[src/rtl/hdb3_enc_pkg.sv]
// Package: shared types for the HDB3/AMI line encoder.
// Assumes: single transmit clock domain; polarity bit 1 means positive.
package hdb3_enc_pkg;

    // One queued bit of the look-ahead window.
    typedef struct packed {
        logic one;   // original NRZ bit was a one
        logic viol;  // zero replaced by a violation pulse
    } slot_t;

    localparam logic POL_POS = 1'b1;
    localparam logic POL_NEG = 1'b0;

endpackage

[src/rtl/hdb3_nrz_sampler.sv]
// Module: hdb3_nrz_sampler
// Captures the serial NRZ input on the falling edge of the transmit clock,
// half a period before the rising-edge pipeline reads it.
// Assumes: nrz_in is stable around the falling edge; reset is synchronous.
module hdb3_nrz_sampler (
    input  logic tx_clk,
    input  logic rst_n,
    input  logic nrz_in,
    output logic nrz_bit
);

    // Falling-edge capture of the incoming data bit.
    always_ff @(negedge tx_clk) begin
        if (!rst_n) nrz_bit <= 1'b0;
        else        nrz_bit <= nrz_in;
    end

endmodule

[src/rtl/hdb3_zero_window.sv]
// Module: hdb3_zero_window
// Holds DEPTH queued bits on the rising edge. The fresh bit and the DEPTH
// queued bits together form the look-ahead window. When all of them are
// plain zeros in HDB3 mode, the fresh bit is tagged as a violation, and the
// oldest bit (emitted at this same edge) is flagged as the run's first zero.
// Assumes: hdb3_mode is steady while a run is inside the window.
module hdb3_zero_window
    import hdb3_enc_pkg::*;
#(
    parameter int DEPTH = 3
) (
    input  logic  tx_clk,
    input  logic  rst_n,
    input  logic  hdb3_mode,
    input  logic  new_bit,
    output slot_t oldest,
    output logic  first_zero
);

    slot_t slots [DEPTH];
    logic  all_plain_zero;
    logic  sub_now;

    // Detects a window made only of plain zeros.
    always_comb begin
        all_plain_zero = 1'b1;
        for (int i = 0; i < DEPTH; i++) begin
            if (slots[i].one || slots[i].viol) all_plain_zero = 1'b0;
        end
        sub_now = hdb3_mode && !new_bit && all_plain_zero;
    end

    // Shifts the window by one bit and tags new violations.
    always_ff @(posedge tx_clk) begin
        if (!rst_n) begin
            for (int i = 0; i < DEPTH; i++) slots[i] <= '0;
        end else begin
            slots[0] <= '{one: new_bit, viol: sub_now};
            for (int i = 1; i < DEPTH; i++) slots[i] <= slots[i-1];
        end
    end

    assign oldest     = slots[DEPTH-1];
    assign first_zero = sub_now;

    // Checks that the slots behind a fresh violation hold only plain zeros.
    logic zeros_behind;
    always_comb begin
        zeros_behind = 1'b1;
        for (int i = 1; i < DEPTH; i++) begin
            if (slots[i].one || slots[i].viol) zeros_behind = 1'b0;
        end
    end


    ami_no_sub_chk: assert property (@(posedge tx_clk) disable iff (!rst_n)
        !hdb3_mode |=> !slots[0].viol);


    viol_after_zero_run_chk: assert property (@(posedge tx_clk) disable iff (!rst_n)
        slots[0].viol |-> zeros_behind);

endmodule

[src/rtl/hdb3_pulse_former.sv]
// Module: hdb3_pulse_former
// Turns the oldest window bit into a registered polarity decision. It keeps
// the polarity of the last mark and of the last violation. Data ones and
// substituted B pulses alternate against the last mark. V pulses repeat the
// last mark and update the last violation.
// Assumes: first_zero is valid in the same cycle as cur.
module hdb3_pulse_former
    import hdb3_enc_pkg::*;
(
    input  logic  tx_clk,
    input  logic  rst_n,
    input  slot_t cur,
    input  logic  first_zero,
    output logic  pos_q,
    output logic  neg_q
);

    logic last_mark, last_viol;
    logic nxt_mark, nxt_viol;
    logic fire, pol;

    // Picks the pulse for the current bit and the next polarity state.
    always_comb begin
        nxt_mark = last_mark;
        nxt_viol = last_viol;
        fire     = 1'b0;
        pol      = POL_NEG;
        if (cur.viol) begin
            fire     = 1'b1;
            pol      = last_mark;
            nxt_viol = last_mark;
        end else if (cur.one || (first_zero && (last_mark == last_viol))) begin
            fire     = 1'b1;
            pol      = ~last_mark;
            nxt_mark = ~last_mark;
        end
    end

    // Registers the pulse and the polarity state.
    always_ff @(posedge tx_clk) begin
        if (!rst_n) begin
            last_mark <= POL_NEG;
            last_viol <= POL_POS;
            pos_q     <= 1'b0;
            neg_q     <= 1'b0;
        end else begin
            last_mark <= nxt_mark;
            last_viol <= nxt_viol;
            pos_q     <= fire && (pol == POL_POS);
            neg_q     <= fire && (pol == POL_NEG);
        end
    end


    viol_alternates_chk: assert property (@(posedge tx_clk) disable iff (!rst_n)
        cur.viol |-> (last_mark != last_viol));

endmodule

[src/rtl/hdb3_line_encoder.sv]
// Module: hdb3_line_encoder (top)
// NRZ-to-HDB3/AMI encoder with two return-to-zero output rails. The input
// is sampled on the falling edge. The symbol leaves on the rising edge
// RUN_LEN-0.5 periods later, which is 3.5 periods for the default run of four.
// Assumes: rails are merged externally; the clock has a 50 % duty cycle for
// half-bit pulses.
module hdb3_line_encoder
    import hdb3_enc_pkg::*;
#(
    parameter int RUN_LEN = 4
) (
    input  logic tx_clk,
    input  logic rst_n,
    input  logic hdb3_mode,
    input  logic nrz_in,
    output logic pos_rail,
    output logic neg_rail
);

    localparam int DEPTH = RUN_LEN - 1;

    logic  nrz_bit;
    slot_t oldest;
    logic  first_zero;
    logic  pos_q, neg_q;

    hdb3_nrz_sampler u_sampler (
        .tx_clk (tx_clk),
        .rst_n  (rst_n),
        .nrz_in (nrz_in),
        .nrz_bit(nrz_bit)
    );

    hdb3_zero_window #(.DEPTH(DEPTH)) u_window (
        .tx_clk    (tx_clk),
        .rst_n     (rst_n),
        .hdb3_mode (hdb3_mode),
        .new_bit   (nrz_bit),
        .oldest    (oldest),
        .first_zero(first_zero)
    );

    hdb3_pulse_former u_former (
        .tx_clk    (tx_clk),
        .rst_n     (rst_n),
        .cur       (oldest),
        .first_zero(first_zero),
        .pos_q     (pos_q),
        .neg_q     (neg_q)
    );

    // Return-to-zero shaping: a pulse is only visible in the high clock phase.
    assign pos_rail = pos_q & tx_clk;
    assign neg_rail = neg_q & tx_clk;


    rails_exclusive_chk: assert property (@(posedge tx_clk) disable iff (!rst_n)
        !(pos_q && neg_q));


    rails_rz_chk: assert property (@(posedge tx_clk) disable iff (!rst_n)
        !pos_rail && !neg_rail);

endmodule

[config.mk]
export PLATFORM = sky130hd
export DESIGN_NAME = hdb3_line_encoder
export DESIGN_NICKNAME = d
export VERILOG_FILES = /design/src/rtl/hdb3_enc_pkg.sv /design/src/rtl/hdb3_nrz_sampler.sv /design/src/rtl/hdb3_zero_window.sv /design/src/rtl/hdb3_pulse_former.sv /design/src/rtl/hdb3_line_encoder.sv
export SDC_FILE = /design/constraint.sdc
export NUM_CORES = 1
export LEC_CHECK = 0
export BUFFER_PORTS_ARGS = -buffer_cell sky130_fd_sc_hd__buf_4
export CORE_AREA = 2 2 39 41
export DETAILED_ROUTE_END_ITERATION = 6
export DIE_AREA = 0 0 41 43
export REMOVE_ABC_BUFFERS = 1
export SETUP_SLACK_MARGIN = 0.2
export SYNTH_ARGS = -nofsm -noshare
export SYNTH_HDL_FRONTEND = slang
export SYNTH_SLANG_ARGS = --single-unit
[constraint.sdc]
create_clock -name tx_clk -period 2.9 [get_ports tx_clk]
set_clock_uncertainty 0.15 [all_clocks]
set_input_delay 0.58 -clock tx_clk [delete_from_list [all_inputs] [get_ports tx_clk]]
set_output_delay 0.58 -clock tx_clk [all_outputs]
set_load 0.005 [all_outputs]
==> qor_table.md, run 1 <==
| Quantity | This run | Unit |
|:---|:---|:---|
| Run status | complete, no violations | - |
| Synth top area cells | sky130_fd_sc_hd__dfxtp_1 51%, sky130_fd_sc_hd__and2_1 13%, sky130_fd_sc_hd__nor4b_4 5.5% | - |
| Setup repair after global routing missed its margin | yes | - |
| Core area | 0.00138 | mm2 |
| Avg Synthesized Cell Area | 10.6 | um2 |
| Estimated wirelength of the detail-placed design | 465 | um |
| Relative area change from synthesis to final layout | 35.0 | % |
| Effective utilization at floorplan | 0.313 | - |
| Instance count after placement with tap cells included | 61 | - |
| Least-Margin Pin Slew | 0.374 | ns |
| Switching Share | 0.240 | - |
| Post-Layout Inst Area | 584 | um2 |
| Cell area after technology mapping | 433 | um2 |
| Sort of element at the end of the critical path | flip-flop | - |
| Required time worst endpoint | 3.04 | ns |
| Final Routed Wirelength | 840 | um |
| Overall die area | 0.00176 | mm2 |
| Via count | 342 | - |
| Clock slew at the register clock pins of the worst setup and hold paths | 0.07 | ns |
| R2R depth | 3 | - |
| DRT iter0 DRCs | 9 | - |
| Internal power component | 0.000295 | W |
| Combinational power share | 0.080 | - |
| Kind of critical path | flip-flop to flip-flop | - |
| # setup viols final | 0 | - |
| Net Sw Power | 0.0000932 | W |
| Worst setup endpoint | u_former.neg_q | - |
| Post-synth top area cell | sky130_fd_sc_hd__dfxtp_1 | - |
| Clock tree from TritonCTS | done | - |
| Critical-path maximum fanout | 3 | - |
| Total track usage | 0.122 | - |
| R2R Path End | u_former.neg_q | - |
| Clock insertion delay at the later pin of the skew report | 0.43 | ns |
| Final number of max-transition violations | 0 | - |
| Worst hold margin | 0.332 | ns |
| Maximum number of pins on one net before global-route repair | 12 | - |
| Global-route wire length before repair | 1190 | um |
| Total inserted antenna cells | 0 | - |
| Count of warnings emitted by yosys | 0 | - |
| Post-route non-filler standard cell count | 72 | - |
| Clock network fraction of total power | 0.498 | - |
| Floorplan row count | 14 | - |
| Instance count of the mapped netlist | 41 | - |
| Number of register bits inferred by synthesis | 11 | - |
| Placed standard-cell area | 487 | um2 |
| Post-route setup slack | 0.0219 | ns |
| Peak VDD IR | 0.320 | mV |
| Max_slew headroom | 0.749 | - |
| Reg-to-Reg Start | u_sampler.nrz_bit | - |
| Final RePlAce weighted congestion | 0.680 | - |
| Grt ovf | 0 | - |
| Final Util | 0.422 | - |
| Final-stage net count | 60 | - |
| Total count of hold-check failures in the final report | 0 | - |
| Total iterations of the first detailed-routing run | 4 | - |
| Per-cell routed wire length | 11.7 | um |
| Number of antenna violations at the first check in global routing | 0 | - |
| Critical Path Start Type | flip-flop | - |
| Part of the power in registers | 0.421 | - |
| Unique masters post-synth | 17 | - |
| I/O pins | 6 | - |
| Max cap viols | 0 | - |
| Die Y | 43 | um |
| Area share of the leading cell type in the synthesized netlist | 0.509 | - |
| Post-DR vias/cell | 4.75 | - |
| Class of the most critical hold timing path | input pin to flip-flop | - |
| Fraction of layout cells with a size suffix above 1 | 0.375 | - |
| Fraction of the yosys area taken by sequential cells | 0.509 | - |
| Remaining design rule violation count | 0 | - |
| Count of nets left with antenna violations after detail routing | 0 | - |
| Number of I/O port buffers | 5 | - |
| Critical path startpoint | u_sampler.nrz_bit | - |
| Die X | 41 | um |
| FF-to-FF setup slack | 0.02 | ns |
| Number of global-route vias before repair | 343 | - |
| DP Worst Slack | 0.190 | ns |
| Data arrival time at the worst-slack endpoint | 3.02 | ns |
| Static leakage | 0.266 | nW |
| Power per cell area | 664 | mW/mm2 |
==> cell usage after synthesis, drive strengths merged <==
cell type	number
o21ai	1
and3b	1
nor4	2
and2	9
a311oi	2
nor2	2
and3	2
a211o	1
a21oi	1
inv	4
clkbuf	1
o22ai	1
dfxtp	11
nor4b	1
a41oi	1
nor2b	1
==> stage by stage <==
stage	power (W)	TNS, ns
after floorplan	0.000188	0
after global placement	0.000197	0
after detailed placement	0.000197	0
after CTS	0.000389	0
after global routing	0.000414	-0.0869
final	0.000388	0
==> worst max-delay path: stages (launching register included) <==
cell                       delay, ns
sky130_fd_sc_hd__dfxtp_2        0.32
sky130_fd_sc_hd__nor4b_4        0.35
sky130_fd_sc_hd__a311oi_2       0.17
sky130_fd_sc_hd__nor4_2         0.29
==> layer usage <==
metal  wire (um)  global-route usage
met5           0                   0
met4           0               0.140
met3          65               0.141
met2         474               0.138
met1         300              0.0948
==> worst min path at each step <==
stage,cells after the start,from,end
after floorplan,1,u_former.last_viol,u_former.last_viol
after global placement,1,u_former.last_viol,u_former.last_viol
after detailed placement,1,u_window.slots[0][1],u_window.slots[0][3]
after CTS,2,rst_n,u_window.slots[0][5]
after global routing,2,rst_n,u_window.slots[0][5]
final,2,rst_n,u_window.slots[0][5]
==> cell families after synthesis <==
group / Yosys count / synth area share
compound gates: 7 / 0.118
simple gates: 18 / 0.329
flops: 11 / 0.509
buf+inv: 5 / 0.0433
==> power by group through the flow <==
stage | registers (W) | clock network, W | logic (W)
finish | 0.000163 | 0.000193 | 0.0000312
global placement | 0.000166 | 0.00000652 | 0.0000238
detailed placement | 0.000166 | 0.00000652 | 0.0000240
global route | 0.000164 | 0.000216 | 0.0000340
CTS | 0.000163 | 0.000202 | 0.0000243
floorplan | 0.000165 | 0.00000531 | 0.0000171
==> layout by cell type, fill, tap and decap left out, types with 2 or more instances in the layout <==
cell                       synthesis  routed
sky130_fd_sc_hd__a311oi_2          0       2
sky130_fd_sc_hd__and2_1            9       8
sky130_fd_sc_hd__and3_1            2       2
sky130_fd_sc_hd__buf_4             0       7
sky130_fd_sc_hd__clkbuf_4          0       7
sky130_fd_sc_hd__dfxtp_1          11      10
sky130_fd_sc_hd__inv_1             4       5
sky130_fd_sc_hd__nor2_1            2       2
==> registers in the layout, indices dropped and copies added, names as in the netlist <==
name	cells
u_former.neg_q	1
u_former.pos_q	1
u_former.last_viol	1
u_window.slots	6
u_former.last_mark	1
u_sampler.nrz_bit	1
==> layout make-up <==
class                           count  area, um2
Fill cell                         151        800
Sequential cell                    11        221
Multi-Input combinational cell     25        215
Clock buffer                       10       71.3
Timing Repair Buffer                5       37.5
Tap cell                           16       20.0
Inverter                            3       11.3
Clock inverter                      2       7.51
==> repair_timing <==
action / 4_1_cts / 5_1_grt
buffers inserted: 0 / 2
hold buffers: 0 / 0
gates resized for setup: 0 / 5
gates cloned: 0 / 0
setup endpoints to repair: 1 / 3
pin swaps: 0 / 5
No activity file was read; power rests on OpenSTA's default activity.
==> run 2, diff against run 1 <==
--- a/config.mk
+++ b/config.mk
@@ -11,6 +11,7 @@
 export DIE_AREA = 0 0 41 43
 export REMOVE_ABC_BUFFERS = 1
 export SETUP_SLACK_MARGIN = 0.2
+export SLEW_MARGIN = 20
 export SYNTH_ARGS = -nofsm -noshare
 export SYNTH_HDL_FRONTEND = slang
 export SYNTH_SLANG_ARGS = --single-unit
==> constraint.sdc (replaced) <==
create_clock -name tx_clk -period 2.9 [get_ports tx_clk]
set_clock_uncertainty 0.15 [all_clocks]
set_input_delay 0.145 -clock tx_clk [delete_from_list [all_inputs] [get_ports tx_clk]]
set_output_delay 0.145 -clock tx_clk [all_outputs]
set_load 0.005 [all_outputs]
==> run 2 against run 1 <==
Effect of this change:
- non-clock buffer count grew 1
- register-to-register slack is essentially flat
- die area stayed put
- combinational power increased by 9.6%
- setup slack worse by 0.0020 ns
- largest power group unchanged
- wire length increased by 3.5%
- final cell count increased by 1.4%
==> qor_table.md, run 2 (same netlist as run 1, synthesis figures left out) <==
| Quantity | This run | Unit |
|:---|:---|:---|
| Run status | complete, no violations | - |
| Least-Margin Pin Slew | 0.395 | ns |
| Total track usage | 0.124 | - |
| Post-DR vias/cell | 4.73 | - |
| Die X | 41 | um |
| Number of I/O port buffers | 5 | - |
| Final-stage net count | 61 | - |
| Count of nets left with antenna violations after detail routing | 0 | - |
| Grt ovf | 0 | - |
| Maximum number of pins on one net before global-route repair | 12 | - |
| Number of global-route vias before repair | 354 | - |
| Max FFs per register | 6 | - |
| Static leakage | 0.269 | nW |
| Final Routed Wirelength | 869 | um |
| Floorplan row count | 14 | - |
| Die Y | 43 | um |
| Power per cell area | 650 | mW/mm2 |
| Class of the most critical hold timing path | input pin to flip-flop | - |
| Global-route wire length before repair | 1220 | um |
| Peak VDD IR | 0.335 | mV |
| Kind of critical path | flip-flop to flip-flop | - |
| Number of antenna violations at the first check in global routing | 0 | - |
| Max cap viols | 0 | - |
| Overall die area | 0.00176 | mm2 |
| Critical-path maximum fanout | 3 | - |
| Total iterations of the first detailed-routing run | 2 | - |
| Max_slew headroom | 0.735 | - |
| Sort of element at the end of the critical path | flip-flop | - |
| # setup viols final | 0 | - |
| Via count | 345 | - |
| Total negative slack for setup checks | 0 | ns |
| Reg with most FFs | u_window.slots | - |
| M3 GR Usage | 0.141 | - |
| Total count of hold-check failures in the final report | 0 | - |
| Fraction of layout cells with a size suffix above 1 | 0.368 | - |
| Total inserted antenna cells | 0 | - |
| Relative area change from synthesis to final layout | 38.4 | % |
| Required time worst endpoint | 3.04 | ns |
| Met2 usage | 0.144 | - |
| Data arrival time at the worst-slack endpoint | 3.02 | ns |
| Setup repair after global routing missed its margin | yes | - |
| Gr busiest metal | met2 | - |
| Most common library cell in the layout ignoring fill and taps | sky130_fd_sc_hd__dfxtp_1 | - |
| Estimated wirelength of the detail-placed design | 465 | um |
| Final number of max-transition violations | 0 | - |
| Critical Path Start Type | flip-flop | - |
| Final RePlAce weighted congestion | 0.680 | - |
| Clock tree from TritonCTS | done | - |
| Per-cell routed wire length | 11.9 | um |
| DRT iter0 DRCs | 2 | - |
| Effective utilization at floorplan | 0.313 | - |
| Remaining design rule violation count | 0 | - |
| GR met1 Demand/Resource | 0.0948 | - |
| Final Util | 0.433 | - |
| I/O pins | 6 | - |
| Most frequent cells in the layout | 10 x sky130_fd_sc_hd__dfxtp_1, 9 x sky130_fd_sc_hd__and2_1, 7 x sky130_fd_sc_hd__clkbuf_4, 7 x sky130_fd_sc_hd__buf_4, 5 x sky130_fd_sc_hd__inv_1 | - |
| Core area | 0.00138 | mm2 |
| Clock insertion delay at the later pin of the skew report | 0.43 | ns |
| Clock slew at the register clock pins of the worst setup and hold paths | 0.07 | ns |
run 2: cell types whose count changed in the layout (fill, tap and decap cells not counted), sizes merged:
cell,delta
dlygate4sd3,+1
run 2: power by group:
| group | internal, W | switching [W] | leakage (nW) |
|---|---|---|---|
| clock network | 0.000119 | 0.0000728 | 0.0609 |
| logic | 0.0000187 | 0.0000154 | 0.118 |
| registers | 0.000158 | 0.00000573 | 0.0900 |
run 2: metrics by stage:
stage	instances	hold slack, ns	setup WS [ns]	instance area [um2]	power (W)
floorplan	40	0.105	0.285	429	0.000188
CTS	71	0.0578	0.123	557	0.000390
detailed placement	61	0.185	0.190	487	0.000197
finish	73	0.198	0.0199	599	0.000389
global route	73	0.177	-0.0877	599	0.000415
global placement	61	0.185	0.236	487	0.000197
run 2: worst max-delay path: stages (launching register included):
cell	delay [ns]
sky130_fd_sc_hd__dfxtp_2	0.32
sky130_fd_sc_hd__nor4b_4	0.35
sky130_fd_sc_hd__a311oi_2	0.17
sky130_fd_sc_hd__nor4_2	0.29
run 2: routing by layer:
layer / routed length [um] / share of wire
met3: 69 / 0.079
met1: 303 / 0.35
met5: 0 / 0
met4: 0 / 0
met2: 496 / 0.57
run 2: what timing repair did:
| action | 4_1_cts | 5_1_grt |
|---|---|---|
| hold buffers | 1 | 0 |
| setup buffers | 0 | 2 |
| cloned | 0 | 0 |
| endpoints found under the setup margin | 1 | 2 |
| pin swaps | 0 | 5 |
| endpoints found under the hold margin | 10 | 0 |
| gates resized for setup | 0 | 5 |
run 2: path summary, 6_finish.rpt:
check                       startpoint              endpoint  slack (ns)  cells after the start
setup reg to reg     u_sampler.nrz_bit        u_former.neg_q        0.02                      3
hold reg to reg   u_window.slots[0][2]  u_window.slots[0][4]        0.37                      1
hold / removal               hdb3_mode  u_window.slots[0][0]        0.20                      4
setup / recovery     u_sampler.nrz_bit        u_former.neg_q        0.02                      3
run 2: area by class of cell:
class	count	area, um2
tap	16	20.0
sequential	11	221
inverter	3	11.3
clock inverter	2	7.51
fill	147	785
multi-input combinational	25	220
clock buffer	10	71.3
timing repair buffer	6	47.5
